### config.mk
export PLATFORM = sky130hd
export DESIGN_NAME = llsc_resv_cache
export DESIGN_NICKNAME = d
export VERILOG_FILES = /design/src/rtl/llsc_pkg.sv /design/src/rtl/llsc_tag_lookup.sv /design/src/rtl/llsc_victim_sel.sv /design/src/rtl/llsc_resv_cache.sv
export SDC_FILE = /design/constraint.sdc
export NUM_CORES = 1
export LEC_CHECK = 0
export BUFFER_PORTS_ARGS = -buffer_cell sky130_fd_sc_hd__buf_2
export CAP_MARGIN = 20
export CORE_MARGIN = 2
export CORE_UTILIZATION = 51
export CTS_CLUSTER_DIAMETER = 80
export CTS_CLUSTER_SIZE = 10
export DETAILED_ROUTE_END_ITERATION = 16
export GPL_ROUTABILITY_DRIVEN = 0
export PLACE_DENSITY = 0.71
export RECOVER_POWER = 50
export SLEW_MARGIN = 10
export SYNTH_ARGS = -nofsm -noshare
export SYNTH_HDL_FRONTEND = slang
export SYNTH_SLANG_ARGS = --single-unit
### constraint.sdc
create_clock -name clk -period 4.7 [get_ports clk]
set_input_delay 0.94 -clock clk [delete_from_list [all_inputs] [get_ports clk]]
set_output_delay 0.94 -clock clk [all_outputs]
set_load 0.02 [all_outputs]
### src/rtl/llsc_pkg.sv
package llsc_pkg;
  typedef enum logic [1:0] {
    OP_LD = 2'b00,
    OP_ST = 2'b01,
    OP_LL = 2'b10,
    OP_SC = 2'b11
  } op_e;

  typedef enum logic [1:0] {
    COH_REMOVE = 2'b00,
    COH_RO     = 2'b01,
    COH_RW     = 2'b10,
    COH_NOACC  = 2'b11
  } coh_e;
endpackage

### src/rtl/llsc_tag_lookup.sv
module llsc_tag_lookup #(
  parameter int WAYS  = 2,
  parameter int TAG_W = 4,
  localparam int WAY_W = (WAYS > 1) ? $clog2(WAYS) : 1
) (
  input  logic [WAYS-1:0]            valid_i,
  input  logic [WAYS-1:0][TAG_W-1:0] tags_i,
  input  logic [TAG_W-1:0]           tag_i,
  output logic                       hit_o,
  output logic [WAY_W-1:0]           way_o
);
  always_comb begin
    hit_o = 1'b0;
    way_o = '0;
    for (int w = 0; w < WAYS; w++) begin
      if (valid_i[w] && tags_i[w] == tag_i) begin
        hit_o = 1'b1;
        way_o = WAY_W'(w);
      end
    end
  end
endmodule

### src/rtl/llsc_victim_sel.sv
module llsc_victim_sel #(
  parameter int WAYS = 2,
  localparam int WAY_W = (WAYS > 1) ? $clog2(WAYS) : 1
) (
  input  logic [WAYS-1:0]  valid_i,
  input  logic [WAY_W-1:0] rr_i,
  output logic [WAY_W-1:0] way_o,
  output logic             full_o
);
  always_comb begin
    full_o = &valid_i;
    way_o  = rr_i;
    for (int w = WAYS - 1; w >= 0; w--) begin
      if (!valid_i[w]) way_o = WAY_W'(w);
    end
  end
endmodule

### src/rtl/llsc_resv_cache.sv
module llsc_resv_cache
  import llsc_pkg::*;
#(
  parameter int NUM_CTX = 4,
  parameter int SETS    = 4,
  parameter int WAYS    = 2,
  parameter int TAG_W   = 4,
  parameter int OFF_W   = 2,
  parameter int DATA_W  = 16,
  localparam int CTX_W  = $clog2(NUM_CTX),
  localparam int SET_W  = $clog2(SETS),
  localparam int LINE_W = TAG_W + SET_W,
  localparam int ADDR_W = LINE_W + OFF_W
) (
  input  logic              clk,
  input  logic              rst_n,
  input  logic              req_valid,
  output logic              req_ready,
  input  logic [1:0]        req_op,
  input  logic [CTX_W-1:0]  req_ctx,
  input  logic [ADDR_W-1:0] req_addr,
  input  logic [DATA_W-1:0] req_wdata,
  output logic              rsp_valid,
  input  logic              rsp_ready,
  output logic              rsp_hit,
  output logic              rsp_sc_ok,
  output logic [DATA_W-1:0] rsp_rdata,
  input  logic              coh_valid,
  input  logic [1:0]        coh_op,
  input  logic [LINE_W-1:0] coh_line
);
  localparam int WAY_W  = (WAYS > 1) ? $clog2(WAYS) : 1;
  localparam int RESV_W = CTX_W + 1;
  localparam logic [RESV_W-1:0] RESV_NONE = '1;

  logic [WAYS-1:0]            valid_q [SETS];
  logic [WAYS-1:0][TAG_W-1:0] tag_q   [SETS];
  logic [DATA_W-1:0]          data_q  [SETS][WAYS];
  logic [RESV_W-1:0]          resv_q  [SETS][WAYS];
  logic [WAY_W-1:0]           rr_q    [SETS];

  logic [SET_W-1:0] req_set, coh_set;
  logic [TAG_W-1:0] req_tag, coh_tag;
  logic [OFF_W-1:0] req_off_unused;
  logic             req_hit, coh_hit, set_full, req_fire, resv_match, do_alloc;
  logic [WAY_W-1:0] req_way, coh_way, vic_way, rr_next;
  op_e              op;

  assign req_off_unused = req_addr[OFF_W-1:0];
  assign req_set = req_addr[OFF_W +: SET_W];
  assign req_tag = req_addr[OFF_W+SET_W +: TAG_W];
  assign coh_set = coh_line[SET_W-1:0];
  assign coh_tag = coh_line[SET_W +: TAG_W];
  assign op      = op_e'(req_op);

  llsc_tag_lookup #(.WAYS(WAYS), .TAG_W(TAG_W)) u_req_lookup (
    .valid_i(valid_q[req_set]), .tags_i(tag_q[req_set]), .tag_i(req_tag),
    .hit_o(req_hit), .way_o(req_way)
  );

  llsc_tag_lookup #(.WAYS(WAYS), .TAG_W(TAG_W)) u_coh_lookup (
    .valid_i(valid_q[coh_set]), .tags_i(tag_q[coh_set]), .tag_i(coh_tag),
    .hit_o(coh_hit), .way_o(coh_way)
  );

  llsc_victim_sel #(.WAYS(WAYS)) u_victim (
    .valid_i(valid_q[req_set]), .rr_i(rr_q[req_set]),
    .way_o(vic_way), .full_o(set_full)
  );

  assign req_ready  = (!rsp_valid || rsp_ready) && !coh_valid;
  assign req_fire   = req_valid && req_ready;
  assign resv_match = req_hit && (resv_q[req_set][req_way] == {1'b0, req_ctx});
  assign do_alloc   = req_fire && !req_hit && (op == OP_LD || op == OP_ST);
  assign rr_next    = (rr_q[req_set] == WAY_W'(WAYS - 1)) ? '0 : rr_q[req_set] + 1'b1;

  always_ff @(posedge clk) begin
    if (!rst_n) begin
      for (int s = 0; s < SETS; s++) begin
        valid_q[s] <= '0;
        tag_q[s]   <= '0;
        rr_q[s]    <= '0;
        for (int w = 0; w < WAYS; w++) begin
          data_q[s][w] <= '0;
          resv_q[s][w] <= RESV_NONE;
        end
      end
      rsp_valid <= 1'b0;
      rsp_hit   <= 1'b0;
      rsp_sc_ok <= 1'b0;
      rsp_rdata <= '0;
    end else begin
      if (rsp_valid && rsp_ready) rsp_valid <= 1'b0;

      if (coh_valid && coh_hit) begin
        if (coh_e'(coh_op) == COH_REMOVE) begin
          valid_q[coh_set][coh_way] <= 1'b0;
          resv_q[coh_set][coh_way]  <= RESV_NONE;
        end else if (coh_e'(coh_op) != COH_RW) begin
          resv_q[coh_set][coh_way]  <= RESV_NONE;
        end
      end

      if (req_fire) begin
        rsp_valid <= 1'b1;
        rsp_hit   <= req_hit;
        rsp_sc_ok <= 1'b0;
        rsp_rdata <= '0;
        unique case (op)
          OP_LD: if (req_hit) rsp_rdata <= data_q[req_set][req_way];
          OP_ST: if (req_hit) data_q[req_set][req_way] <= req_wdata;
          OP_LL: if (req_hit) begin
            rsp_rdata <= data_q[req_set][req_way];
            resv_q[req_set][req_way] <= {1'b0, req_ctx};
          end
          OP_SC: if (resv_match) begin
            data_q[req_set][req_way] <= req_wdata;
            resv_q[req_set][req_way] <= RESV_NONE;
            rsp_sc_ok <= 1'b1;
          end
          default: ;
        endcase
      end

      if (do_alloc) begin
        valid_q[req_set][vic_way] <= 1'b1;
        tag_q[req_set][vic_way]   <= req_tag;
        data_q[req_set][vic_way]  <= (op == OP_ST) ? req_wdata : '0;
        resv_q[req_set][vic_way]  <= RESV_NONE;
        if (set_full) rr_q[req_set] <= rr_next;
      end
    end
  end
endmodule

==> impl_results.md <==
* Status: finished clean
* Hold Startpoint: rsp_rdata[5]
* Placed insts at 1080
* Clk_skew at 0.0185 ns
* Max cap viols at 0
* Cells after Synth at 779
* Crit Path Max Fanout at 16
* Hold_buf cts at 0
* Main combinational cell family by area after synthesis: multiplexers
* Postcts setup bufs at 0
* Synth warn at 0
* Core ar. at about 20000 µm²
* Total leakage power at 4.12 nW
* Cell Pwr Density at about 370 nW/µm²
* CTS root buffer: clkbuf_16
* RSZ-0062 raised after global routing: false
* DPL Wire Length at 16500 µm
* Clock Path Buffers at 3
* Final Hold Slack at 0.456 ns
* Fill count at about 1600
* Area after DPL at 11000 µm²
* DRC violation total after the first TritonRoute iteration at 568
* Minimum clock period at 4.26 ns
* Area of the multi-input gates at around 3700 µm²
* First-pass GRT wire length at 38700 µm
* Reg2reg path depth at 10
* Total global routing overflow at 0
* Post-Synth XOR/XNOR Area at 2.05%
* Synthesis-stage register bit count at 215
* Least-Margin Pin Slew at 1.33 ns
* GR Util All Layers at 23.5%
* Adder-cell share of the synthesized area at 0%
* Vias at 6786
* Largest net degree at the start of global routing at 45
* CP endpoint kind: flop
* Most frequent cells in the layout: edfxtp_1 (193), nor2_1 (100), nand2_1 (79)
* Slew Viols, Final at 0
* Reg2Reg Capture Point: data_q[3][16]
* Rows at between 50 and 60
* Fin. Hold Viols at 0
* Setup TNS Final at 0 ns
* Die Wd at between 100 and 150 µm
* Die footprint at 21200 µm²
* WP data required at roughly 4.9 ns
* Most used flip-flop cell after synthesis: edfxtp_1
* Synth async-reset ratio at 0%
* Critical path class: in2reg
* Initial antenna violation count at 1
* Mux contribution to synthesized area at 14.7%
* Post-synth EDFFs at 193
* Sequential cell area at 6240 µm²
* Hold-critical path depth at 2
* WHS Endpoint: rsp_rdata[5]
* Final Cycle Share at approximately nine tenths
* Cell variety after synth at 54
* Synth Area in Simple Gates at approximately 14%
* Crit Reg-Reg Startpoint: tag_q[3][5]
* Drt via density at 6.03
* IO Port Bufs at 58
* Num CTS Buffers at 25
* Compound-Gate Fraction of Synth Area at 5.45%
* Syn nets at 820
* Clock transition at path regs at 0.06 ns
* Finished Layout Cells at 1125
* Initial Util at 52.3%
* Peak Freq at 235 MHz
* Layout Area Growth over Synthesis at 13.2%
* Vias in the first global route at 7017
* H-tree depth at 1
* Detailed Route WL at between 20000 and 25000 µm
* Worst slew margin at 11.3%
* Most common cell after layout, fill and taps aside: edfxtp_1
* Cell area after synthesis at 10200 µm²
* Drt first pass iters at 6
* Post-Syn Area per Cell at 13.1 µm²
* # IOs at 61
* Arrival time of the worst setup path at 4.45 ns
* Worst Hold Class: reg2reg
* Clk_lat worst skew at 0.52 ns
* Finish-stage setup viols at 0
* CTS tree: yes
* Register-to-register setup slack at approximately 0.8 ns
* Final #Nets at 883
* Sequential fraction of the synthesis area at between 60 and 70%
* WL/cell at about 22 µm
* Clk sinks at 215
* Maximum vdd drop at 0.253 mV
* Startpoint Class: input pin
* Share of layout cells above drive strength 1 at 18.3%
* Antenna Nets Post-Route at 0
* Drt drc at 0
* Cell area after layout at approximately 12000 µm²
* Post_cts resized at 0
* Die Ht at 146 µm
[where the power goes]
group | internal, W | leakage, nW | switching (W)
logic | 0.000132 | 1.68 | 0.000211
clock network | 0.00104 | 0.347 | 0.000716
registers | 0.00214 | 2.09 | 0.0000209
total | 0.00332 | 4.12 | 0.000948
[registers in the layout, indices dropped and copies added (netlist names)]
signal     count
resv_q        24
rsp_sc_ok      1
valid_q        8
rsp_valid      1
tag_q         32
rsp_rdata     16
data_q       128
rsp_hit        1
rr_q           4
[how the worst max path moves through the flow]
stage | from | to | slack [ns] | depth (start not counted)
floorplan | req_addr[2] | data_q[0][0] | 0.06 | 12
global placement | req_addr[3] | data_q[1][0] | 0.20 | 11
detailed placement | req_addr[3] | resv_q[1][1] | 0.1 | 10
CTS | req_addr[3] | resv_q[1][1] | 0.62 | 10
global route | coh_line[0] | valid_q[1][0] | 0.23 | 8
finish | coh_line[0] | valid_q[1][0] | 0.44 | 8
[Yosys cell counts (10+ instances only)]
cell | number | area [µm²]
edfxtp_1 | 193 | 5800
nor2_1 | 100 | 375
nand2_1 | 79 | 297
mux4_2 | 55 | 1240
nor3_1 | 52 | 260
clkbuf_1 | 38 | 143
o21ai_0 | 30 | 150
and2_1 | 29 | 181
mux2i_1 | 26 | 260
dfxtp_1 | 22 | 440
or3_1 | 16 | 100
xor2_1 | 16 | 140
buf_1 | 10 | 37.5
[logic make-up (layout without fill, tap and decap cells)]
family | Yosys count | after routing
multiplexers | 82 | 82
AO/OA/AOI/OAI | 81 | 81
XOR/XNOR | 24 | 24
flip-flops | 215 | 215
other | 0 | 1
buffers and inverters | 62 | 142
AND/OR/NAND/NOR | 315 | 315
[per-layer routing]
layer	track usage (%)	part of all wire, %
met5	0	0
met4	7.84	2.8
met3	4.04	7.3
met2	40.9	51
met1	30.0	39
[area by class of cell]
type / count / share of cell area [%]
timing repair buffer: 93 / 4.68
clock buffer: 42 / 5.95
clock inverter: 2 / 0.334
multi-input combinational: 502 / 32.2
inverter: 5 / 0.162
antenna: 1 / 0.0216
tap: 265 / 2.86
sequential: 215 / 53.8
[critical path, stage by stage]
cell and delay [ns]:
clkbuf_1 0.83, mux4_2 0.65, xor2_1 0.16, nor4_1 0.58, o21bai_1 0.22, o32ai_1 0.64
nand2_1 0.17, o21ai_0 0.26
[metrics by stage]
stage | setup slack [ns] | util [%] | power, W
after floorplan | 0.0639 | - | 0.00242
after CTS | 0.621 | 59.7 | 0.00429
after detailed placement | 0.0995 | 55.9 | 0.00255
after global placement | 0.196 | 55.9 | 0.00253
after global routing | 0.226 | 59.2 | 0.00440
final | 0.444 | 59.2 | 0.00426
(Power assumes the default switching activity.)
